**config.mk**
```make
export PLATFORM = sky130hd
export DESIGN_NAME = thermal_trip_monitor
export DESIGN_NICKNAME = d
export VERILOG_FILES = /design/src/rtl/thermal_trip_pkg.sv /design/src/rtl/thermal_trip_regs.sv /design/src/rtl/thermal_trip_chan.sv /design/src/rtl/thermal_trip_monitor.sv
export SDC_FILE = /design/constraint.sdc
export NUM_CORES = 1
export LEC_CHECK = 0
export ABC_CLOCK_PERIOD_IN_PS = 4000
export BUFFER_PORTS_ARGS = -buffer_cell sky130_fd_sc_hd__buf_2
export CAP_MARGIN = 25
export CELL_PAD_IN_SITES_DETAIL_PLACEMENT = 0
export CELL_PAD_IN_SITES_GLOBAL_PLACEMENT = 1
export CORE_ASPECT_RATIO = 1.25
export CORE_MARGIN = 3
export CORE_UTILIZATION = 25
export CTS_CLUSTER_SIZE = 14
export DETAILED_ROUTE_END_ITERATION = 6
export GPL_ROUTABILITY_DRIVEN = 0
export PLACE_DENSITY_LB_ADDON = 0.25
export SYNTH_ARGS = -nofsm -noshare
export SYNTH_HDL_FRONTEND = slang
export SYNTH_HIERARCHICAL = 1
export SYNTH_SLANG_ARGS = --single-unit
```
**constraint.sdc**
```tcl
create_clock -name clk -period 4 [get_ports clk]
set_input_delay 0.6 -clock clk [delete_from_list [all_inputs] [get_ports clk]]
set_output_delay 0.6 -clock clk [all_outputs]
set_load 0.05 [all_outputs]
```
**src/rtl/thermal_trip_pkg.sv**
```systemverilog
package thermal_trip_pkg;
  localparam int CODE_W   = 12;
  localparam int REG_AW   = 8;
  localparam int REG_DW   = 32;
  localparam int HOT_LSB  = 16;
  localparam int REL_LSB  = 0;
  localparam int SHUT_POS = 4;
  localparam logic [REG_AW-1:0] OFS_ENABLE = 8'h44;
  localparam logic [REG_AW-1:0] OFS_STATUS = 8'h48;
  localparam logic [REG_AW-1:0] OFS_ALARM  = 8'h50;
  localparam logic [REG_AW-1:0] OFS_SHUT   = 8'h60;

  typedef struct packed {
    logic [CODE_W-1:0] hot;
    logic [CODE_W-1:0] release_code;
    logic [CODE_W-1:0] shut;
  } trip_cfg_t;
endpackage

```
**src/rtl/thermal_trip_regs.sv**
```systemverilog
module thermal_trip_regs
  import thermal_trip_pkg::*;
#(
  parameter int NUM_CH = 3,
  localparam int STAT_W = SHUT_POS + NUM_CH
) (
  input  logic                clk,
  input  logic                rst_n,
  input  logic                wr_en,
  input  logic [REG_AW-1:0]   addr,
  input  logic [REG_DW-1:0]   wdata,
  input  logic [STAT_W-1:0]   status,
  output trip_cfg_t           cfg [NUM_CH],
  output logic [STAT_W-1:0]   enable,
  output logic [REG_DW-1:0]   rdata
);
  localparam logic [STAT_W-1:0] SRC_MASK =
    STAT_W'(((1 << NUM_CH) - 1) | (((1 << NUM_CH) - 1) << SHUT_POS));

  always_ff @(posedge clk) begin
    if (!rst_n) enable <= '0;
    else if (wr_en && addr == OFS_ENABLE) enable <= wdata[STAT_W-1:0] & SRC_MASK;
  end

  for (genvar c = 0; c < NUM_CH; c++) begin : g_cfg
    localparam logic [REG_AW-1:0] A_ADDR = OFS_ALARM + REG_AW'(4 * c);
    localparam logic [REG_AW-1:0] S_ADDR = OFS_SHUT + REG_AW'(4 * c);
    always_ff @(posedge clk) begin
      if (!rst_n) begin
        cfg[c] <= '0;
      end else if (wr_en) begin
        if (addr == A_ADDR) begin
          cfg[c].hot          <= wdata[HOT_LSB +: CODE_W];
          cfg[c].release_code <= wdata[REL_LSB +: CODE_W];
        end
        if (addr == S_ADDR) cfg[c].shut <= wdata[HOT_LSB +: CODE_W];
      end
    end
  end

  always_comb begin
    rdata = '0;
    if (addr == OFS_ENABLE) rdata[STAT_W-1:0] = enable;
    if (addr == OFS_STATUS) rdata[STAT_W-1:0] = status;
    for (int c = 0; c < NUM_CH; c++) begin
      if (addr == OFS_ALARM + REG_AW'(4 * c)) begin
        rdata[HOT_LSB +: CODE_W] = cfg[c].hot;
        rdata[REL_LSB +: CODE_W] = cfg[c].release_code;
      end
      if (addr == OFS_SHUT + REG_AW'(4 * c)) rdata[HOT_LSB +: CODE_W] = cfg[c].shut;
    end
  end
endmodule

```
**src/rtl/thermal_trip_chan.sv**
```systemverilog
module thermal_trip_chan
  import thermal_trip_pkg::*;
(
  input  logic              clk,
  input  logic              rst_n,
  input  logic              valid,
  input  logic [CODE_W-1:0] code,
  input  trip_cfg_t         cfg,
  output logic              alarm_evt,
  output logic              shut_evt
);
  logic active;
  logic hot_on, at_hot, cooled;

  always_comb begin
    hot_on    = cfg.hot != '0;
    at_hot    = code <= cfg.hot;
    cooled    = code >= cfg.release_code;
    alarm_evt = valid && hot_on && !active && at_hot;
    shut_evt  = valid && (cfg.shut != '0) && (code <= cfg.shut);
  end

  always_ff @(posedge clk) begin
    if (!rst_n || !hot_on) active <= 1'b0;
    else if (valid) begin
      if (active && cooled) active <= 1'b0;
      else if (!active && at_hot) active <= 1'b1;
    end
  end

  // a hot code on an idle, enabled channel enters the alarm state
  a_r3_enter_alarm: assert property (@(posedge clk) disable iff (!rst_n)
    (valid && cfg.hot != '0 && !active && code <= cfg.hot) |=> active);
  // the alarm holds while codes stay below the release code
  a_r4_hold_alarm: assert property (@(posedge clk) disable iff (!rst_n)
    (active && cfg.hot != '0 && valid && code < cfg.release_code) |=> active);
  // a zero hot code keeps the channel idle
  a_r9_zero_idle: assert property (@(posedge clk) disable iff (!rst_n)
    (cfg.hot == '0) |=> !active);
endmodule

```
**src/rtl/thermal_trip_monitor.sv**
```systemverilog
module thermal_trip_monitor
  import thermal_trip_pkg::*;
#(
  parameter int NUM_CH = 3
) (
  input  logic                     clk,
  input  logic                     rst_n,
  input  logic [NUM_CH-1:0]        code_valid,
  output logic [NUM_CH-1:0]        code_ready,
  input  logic [NUM_CH*CODE_W-1:0] code_data,
  input  logic                     reg_wr,
  input  logic [REG_AW-1:0]        reg_addr,
  input  logic [REG_DW-1:0]        reg_wdata,
  output logic [REG_DW-1:0]        reg_rdata,
  output logic                     irq
);
  localparam int STAT_W = SHUT_POS + NUM_CH;

  trip_cfg_t         cfg [NUM_CH];
  logic [STAT_W-1:0] enable, status, evt, clr;
  logic [NUM_CH-1:0] alarm_evt, shut_evt;

  assign code_ready = '1;

  thermal_trip_regs #(.NUM_CH(NUM_CH)) u_regs (
    .clk(clk), .rst_n(rst_n), .wr_en(reg_wr), .addr(reg_addr), .wdata(reg_wdata),
    .status(status), .cfg(cfg), .enable(enable), .rdata(reg_rdata)
  );

  for (genvar c = 0; c < NUM_CH; c++) begin : g_chan
    thermal_trip_chan u_chan (
      .clk(clk), .rst_n(rst_n), .valid(code_valid[c]),
      .code(code_data[c*CODE_W +: CODE_W]), .cfg(cfg[c]),
      .alarm_evt(alarm_evt[c]), .shut_evt(shut_evt[c])
    );
  end

  always_comb begin
    evt = '0;
    evt[NUM_CH-1:0] = alarm_evt;
    evt[SHUT_POS +: NUM_CH] = shut_evt;
    clr = (reg_wr && reg_addr == OFS_STATUS) ? reg_wdata[STAT_W-1:0] : '0;
  end

  always_ff @(posedge clk) begin
    if (!rst_n) status <= '0;
    else status <= (status & ~clr) | evt;
  end

  assign irq = |(status & enable);

  // an event always lands, even against a same-cycle clear
  a_r7_set_beats_clear: assert property (@(posedge clk) disable iff (!rst_n)
    (evt != '0) |=> ((status & $past(evt)) == $past(evt)));
  // a status bit falls only under a write of 1
  a_r6_clear_by_write: assert property (@(posedge clk) disable iff (!rst_n)
    1'b1 |=> ((($past(status) & ~status) & ~$past(clr)) == '0));
  // no interrupt without an enabled pending bit
  a_r8_irq_source: assert property (@(posedge clk) disable iff (!rst_n)
    irq |-> ((status & enable) != '0));
endmodule

```
==> metrics.log, run 1 <==
[metrics] Port-buffer cells: 98
[metrics] cts-stage hold buffer count: 0
[metrics] delay of the slowest critical-path stage: 920 ps
[metrics] number of global-route vias before repair: 7,511
[metrics] number of max-cap violations: 0
[metrics] summed instance area of the synthesized netlist: 8890 um^2
[metrics] number of top-level design ports: 118
[metrics] first-pass GRT wire length: 48,900 um
[metrics] drt via density: 4.88
[metrics] reg-to-reg slack, setup: 1540 ps
[metrics] crit share post-route: 82.5%
[metrics] total of flip-flops plus latches after synthesis: 124
[metrics] RSZ-0062 raised after global routing: false
[metrics] total vias in the final route: 7,802
[metrics] antenna viol nets, final: 0
[metrics] relative area change from synthesis to final layout: 17.6%
[metrics] Hold Path Class: input pin to register
[metrics] reg2reg path depth: 9
[metrics] Core Footprint: 34,800 um^2
[metrics] start point of the worst hold path: reg_wdata[11]
[metrics] RR Startpoint: u_regs/cfg[31]
[metrics] Crit path max-delay family: simple AND/OR/NAND/NOR gates
[metrics] cell type of the slowest stage on the worst timing path: or4b_1
[metrics] required time worst endpoint: 3400 ps
[metrics] detailed placement HPWL: 26,600 um
[metrics] clock latency at the later pin of the worst-skew pair: 430 ps
[metrics] maximum clock frequency: 0.303 GHz
[metrics] CTS H-tree lvls: 4
[metrics] number of buffer and inverter instances along the worst setup path: 2
[metrics] placed cell count: 1,567
[metrics] capture point of the worst reg-to-reg path: status[2]
[metrics] final sum of negative setup slack: 0 ps
[metrics] number of max-slew violations in the final report: 0
[metrics] maximum fanout along the worst path: 23
[metrics] endpoint with the worst hold slack: u_regs/cfg[95]
[metrics] Arr. time, crit path: 2700 ps
[metrics] Starting Density: 25.5%
[metrics] number of distinct library cells after synthesis: 51
[metrics] Min Hold Slack: 448 ps
[metrics] WHS Path Cells: 3
[metrics] # clock sinks: 124
[metrics] Ys Warns: 6
[metrics] iteration count of the initial detailed-routing pass: 6
[metrics] Setup CP Type: input pin to output pin
[metrics] cell at the root of the clock tree: clkbuf_16
[metrics] Cell Chain, Critical Path: buf_2 > or4b_1 > o22ai_1 > a21oi_1 > a221o_1 > buf_2
[metrics] CTS tree: yes
[metrics] share of final-layout standard cells stronger than drive strength 1: 14.5%
[metrics] synthesized instance count: 1,032
[metrics] FFs w/ async S/R, synth: 0%
[metrics] leakage dissipation: 0.00442 uW
[metrics] result of the run: finished clean
[metrics] die outline area: 37,900 um^2
[metrics] site row count: 76
[metrics] EDFF count, synth: 0
[metrics] total wirelength of the detailed-routed design: 33,400 um
[metrics] total of cells resized after clock tree synthesis: 0
[metrics] setup bufs post-CTS: 0
[metrics] total power per unit cell area: 297 nW/um^2
[metrics] highest ir drop seen on vdd: 0.289 mV
[metrics] die boundary height: 217 um
[metrics] clock transition at the registers of the reported paths: 50 ps
[metrics] sequential share of the synthesized area: 27.9%
[metrics] gr usage total: 17.4%
[metrics] Wirelength per Cell: 20.9 um
[metrics] Worst Tran Pin Value: 975 ps
[metrics] cell mode on critical path: buf_2
[metrics] nets: 1,308
[metrics] antenna violations before repair: 0
[metrics] Layout fillers: 3,790
[metrics] number of DRC violations after detailed routing: 0
[metrics] largest net degree at the start of global routing: 60
[metrics] Critical Path Sink Type: output pin
[metrics] detailed router's first-iteration violation count: 478
[metrics] kind of start point of the critical path: input pin
[metrics] clock tree skew after final layout: 6.67 ps
[metrics] post-route insts no fill: 1,598
[metrics] synthesized area divided by synthesized cell count: 8.61 um^2
[metrics] CTS buffer count: 17
[metrics] maximum root-to-sink buffer count: 2
[metrics] width of the die: 175 um
[metrics] worst slew margin relative to its limit: 34.8%
[metrics] Main synth FF type: dfxtp_1
[metrics] final count of hold timing violations: 0
[metrics] number of endpoints failing setup at the final stage: 0
[metrics] Antenna diodes: 0
[metrics] total congestion overflow: 0
[metrics] minimum clock period: 3300 ps
-- per-layer routing --
metal	up-vias	GRT usage, %	share of wire [%]
met5	-	0	0
li1	3860	-	-
met4	0	4.82	1.7
met1	3758	21.9	45
met2	162	30.9	50
met3	22	2.50	3.4
-- registers in the layout, summed over array words and instances, names as in the netlist --
signal                flops
u_regs/enable             6
g_chan.u_chan/active      3
u_regs/cfg              108
status                    7
-- worst reg2reg max path, stage by stage, from the launching register on --
cell and delay, ps:
dfxtp_1 430, inv_1 90, ha_1 330, a21oi_1 130
o21ai_1 100, a221oi_2 320, a21oi_1 120, nor4b_2 530
o21ai_0 150, a41oi_1 170
-- per-stage QoR --
stage | setup slack, ps | utilization [%] | cell area, um^2 | power [uW]
CTS | 705 | 30.0 | 10500 | 3140
finish | 700 | 30.0 | 10500 | 3110
global placement | 721 | 28.4 | 9890 | 1630
floorplan | 776 | - | 8920 | 1480
global route | 601 | 30.0 | 10500 | 3220
detailed placement | 706 | 28.4 | 9890 | 1630
-- cell families after synthesis --
group                      synth area share, %
other                                   0.0845
and+or+nand+nor                           19.1
muxes                                     10.9
DFF                                       27.9
buffers and inverters                     8.24
AOI/OAI and AO/OA                         18.5
adders and majority gates                 15.2
-- area by class of cell --
type | instances | area [um^2] | share of cell area [%]
well taps | 468 | 586 | 5.60
clock inverters | 7 | 62.6 | 0.599
inverters | 118 | 443 | 4.24
multi-input cells | 743 | 5740 | 54.9
repair buffers | 114 | 636 | 6.08
clock buffers | 24 | 502 | 4.80
flip-flops and latches | 124 | 2480 | 23.8
-- report_power, final --
| part | internal [uW] | switching [uW] | leakage (uW) |
|---|---|---|---|
| Clock | 928 | 579 | 0.000282 |
| Sequential | 1240 | 2.29 | 0.000998 |
| Combinational | 137 | 226 | 0.00314 |
| Total | 2300 | 807 | 0.00442 |
-- cells in the final DEF, fill, tap and decap left out, types with 24 or more instances in the layout --
cell type and count:
dfxtp_1 124, inv_1 118, ha_1 108, nor2b_1 100, buf_2 98, mux2i_1 97, nand2_1 70, a21oi_1 49
a22oi_1 31, nor2_1 27, o21ai_0 24
-- how the worst max path moves through the flow --
stage                start             to  slack (ps)  cells after the start
5_1_grt        reg_addr[2]  reg_rdata[26]         600                      6
3_3_place_gp   reg_addr[2]  reg_rdata[25]         720                      6
6_report       reg_addr[2]  reg_rdata[27]         700                      6
4_1_cts        reg_addr[2]  reg_rdata[24]         710                      6
3_5_place_dp   reg_addr[2]  reg_rdata[24]         710                      6
2_1_floorplan  reg_addr[1]   reg_rdata[3]         780                      6
-- synthesized netlist by cell type (9+ instances only) --
cell type | count | area [um^2]
mux2i_1 | 97 | 971
o22ai_1 | 18 | 113
clkbuf_1 | 22 | 82.6
nor2b_1 | 100 | 626
o21a_1 | 9 | 67.6
a21boi_0 | 19 | 143
nand4_1 | 21 | 131
nand3_1 | 18 | 90.1
buf_4 | 12 | 90.1
nand2_1 | 70 | 263
ha_1 | 108 | 1350
a21o_1 | 9 | 67.6
o21ai_1 | 9 | 45.0
o21ai_0 | 24 | 120
inv_1 | 118 | 443
nor4_1 | 19 | 119
nor2_1 | 27 | 101
dfxtp_1 | 124 | 2480
a221o_1 | 19 | 190
a21oi_1 | 49 | 245
buf_2 | 18 | 90.1
a22oi_1 | 31 | 233
No activity file was read; power rests on OpenSTA's default activity.
==> run 2: changes to the inputs <==
ABC_CLOCK_PERIOD_IN_PS = 3300   (was 4000)
clock period = 3.3 ns   (was 4 ns; I/O delays follow)
==> run 2 against run 1 <==
Against the previous run:
- critical endpoint unchanged
- largest power group unchanged
- combinational power grew 21%
- clock power increased by 38%
- critical path depth did not move
- wire length up 0.37%
- hold slack worse by 100 ps
- critical path type unchanged
- highest routed layer unchanged
- sequential cell count is the same
- final area up 1.7%
==> metrics.log, run 2 (same netlist as run 1, synthesis figures left out) <==
[metrics] result of the run: finished clean
[metrics] total congestion overflow: 0
[metrics] number of buffer and inverter instances along the worst setup path: 2
[metrics] registers with the most flip-flops: u_regs/cfg x108, status x7, u_regs/enable x6
[metrics] number of max-slew violations in the final report: 0
[metrics] number of global-route vias before repair: 7,627
[metrics] width of the die: 175 um
[metrics] Critical Path Sink Type: output pin
[metrics] leakage dissipation: 0.00450 uW
[metrics] final count of hold timing violations: 0
[metrics] setup bufs post-CTS: 0
[metrics] total vias in the final route: 7,851
[metrics] total wirelength of the detailed-routed design: 33,500 um
[metrics] die outline area: 37,900 um^2
[metrics] Setup CP Type: input pin to output pin
[metrics] Largest Register: u_regs/cfg
[metrics] # clock sinks: 124
[metrics] drt via density: 4.88
[metrics] iteration count of the initial detailed-routing pass: 5
[metrics] capture point of the worst reg-to-reg path: status[0]
[metrics] destination of the critical timing path: reg_rdata[27]
[metrics] CTS tree: yes
[metrics] Wirelength per Cell: 20.8 um
[metrics] antenna violations before repair: 0
[metrics] maximum root-to-sink buffer count: 2
[metrics] reg-to-reg slack, setup: 960 ps
[metrics] detailed placement HPWL: 26,700 um
[metrics] cell mode on critical path: buf_2
[metrics] Port-buffer cells: 98
[metrics] clock latency at the later pin of the worst-skew pair: 430 ps
[metrics] largest net degree at the start of global routing: 45
[metrics] required time worst endpoint: 2800 ps
[metrics] gr usage total: 17.6%
[metrics] first-pass GRT wire length: 49,900 um
[metrics] share of final-layout standard cells stronger than drive strength 1: 15.6%
[metrics] delay of the slowest critical-path stage: 860 ps
[metrics] nets: 1,319
[metrics] total power per unit cell area: 379 nW/um^2
[metrics] number of top-level design ports: 118
[metrics] Crit path max-delay family: simple AND/OR/NAND/NOR gates
[metrics] die boundary height: 217 um
[metrics] maximum fanout along the worst path: 12
[metrics] total of cells resized after clock tree synthesis: 0
[metrics] Starting Density: 25.5%
[metrics] most common library cell in the layout ignoring fill and taps: dfxtp_1
[metrics] number of endpoints failing setup at the final stage: 0
[metrics] cell at the root of the clock tree: clkbuf_16
[metrics] Antenna diodes: 0
[metrics] highest ir drop seen on vdd: 0.365 mV
[metrics] final sum of negative setup slack: 0 ps
[metrics] number of DRC violations after detailed routing: 0
[metrics] Arr. time, crit path: 2500 ps
[metrics] Critical Path Start: reg_addr[1]
[metrics] commonest non-fill, non-tap cells in the layout: 124 x dfxtp_1, 118 x inv_1, 108 x ha_1
[metrics] reg2reg path depth: 9
[metrics] Worst Tran Pin Value: 646 ps
[metrics] clock tree skew after final layout: 8.73 ps
[metrics] Layout fillers: 3,765
[metrics] CP Depth: 6
[metrics] CTS H-tree lvls: 4
[metrics] clock transition at the registers of the reported paths: 50 ps
[metrics] cell type of the slowest stage on the worst timing path: or4b_1
[metrics] Cell Chain, Critical Path: buf_2 > or4b_1 > o22ai_1 > a21oi_1 > a221o_1 > buf_2
[metrics] Core Footprint: 34,800 um^2
[metrics] detailed router's first-iteration violation count: 506
[metrics] site row count: 76
[metrics] RR Startpoint: u_regs/cfg[101]
[metrics] maximum clock frequency: 0.334 GHz
[metrics] kind of start point of the critical path: input pin
[metrics] number of max-cap violations: 0
[metrics] relative area change from synthesis to final layout: 19.5%
[metrics] worst slew margin relative to its limit: 56.7%
[metrics] minimum clock period: 2990 ps
[metrics] RSZ-0062 raised after global routing: false
[metrics] crit share post-route: 90.7%
[metrics] antenna viol nets, final: 0
[metrics] CTS buffer count: 17
[metrics] Largest register FFs: 108
[metrics] Place WS: 344 ps
[metrics] worst-case setup margin in the final layout: 306 ps
[metrics] Hold Path Class: input pin to register
[metrics] cts-stage hold buffer count: 0
[run 2: cell types whose count changed in the layout (fill, tap and decap cells not counted)]
cell / before / now
buf_4: 14 / 25
bufinv_16: 1 / 4
clkinv_2: 5 / 2
clkinvlp_4: 1 / 4
clkbuf_1: 2 / 0
[run 2: worst register-to-register path: stages (launching register included)]
cell      delay [ps]
dfxtp_1          430
inv_1             70
ha_1             310
a21oi_1          130
o21ai_1           90
a221oi_2         350
a21oi_1          130
nor4b_2          450
o21ai_0          140
a41oi_1          160
[run 2: worst min path at each step]
stage / endpoint / startpoint / slack (ps) / cells after the start
2_1_floorplan: status[3] / status[3] / 430 / 2
3_3_place_gp: status[3] / status[3] / 460 / 2
3_5_place_dp: status[3] / status[3] / 460 / 2
4_1_cts: u_regs/cfg[95] / reg_wdata[11] / 340 / 3
5_1_grt: u_regs/cfg[95] / reg_wdata[11] / 350 / 3
6_report: u_regs/cfg[95] / reg_wdata[11] / 350 / 3
[run 2: cell type report]
| cell class | count | area [um^2] | share of cell area [%] |
|---|---|---|---|
| multi-input cells | 743 | 5740 | 54.0 |
| inverters | 118 | 443 | 4.17 |
| clock buffers | 22 | 494 | 4.65 |
| well taps | 468 | 586 | 5.51 |
| repair buffers | 125 | 718 | 6.76 |
| clock inverters | 10 | 160 | 1.51 |
| flip-flops and latches | 124 | 2480 | 23.4 |
[run 2: per-layer routing]
| layer | vias up | routed length, um | global-route usage, % |
|---|---|---|---|
| li1 | 3874 | - | - |
| met1 | 3746 | 14900 | 22.6 |
| met2 | 203 | 16600 | 30.8 |
| met3 | 28 | 1200 | 2.25 |
| met4 | 0 | 757 | 5.03 |
| met5 | - | 0 | 0 |
[run 2: through the flow]
stage | power (uW) | hold slack [ps] | util, % | instances | area [um^2]
global route | 4170 | 353 | 30.5 | 1610 | 10600
CTS | 4050 | 335 | 30.5 | 1610 | 10600
global placement | 1970 | 455 | 28.6 | 1578 | 9970
detailed placement | 1980 | 458 | 28.6 | 1578 | 9970
floorplan | 1800 | 426 | - | 1042 | 8920
finish | 4020 | 346 | 30.5 | 1610 | 10600
[run 2: where the power goes]
part	internal, uW	switching [uW]	total, uW	leakage (uW)
Clock	1360	720	2080	0.000310
Combinational	167	273	440	0.00319
Sequential	1500	2.72	1500	0.000998
Total	3030	996	4020	0.00450
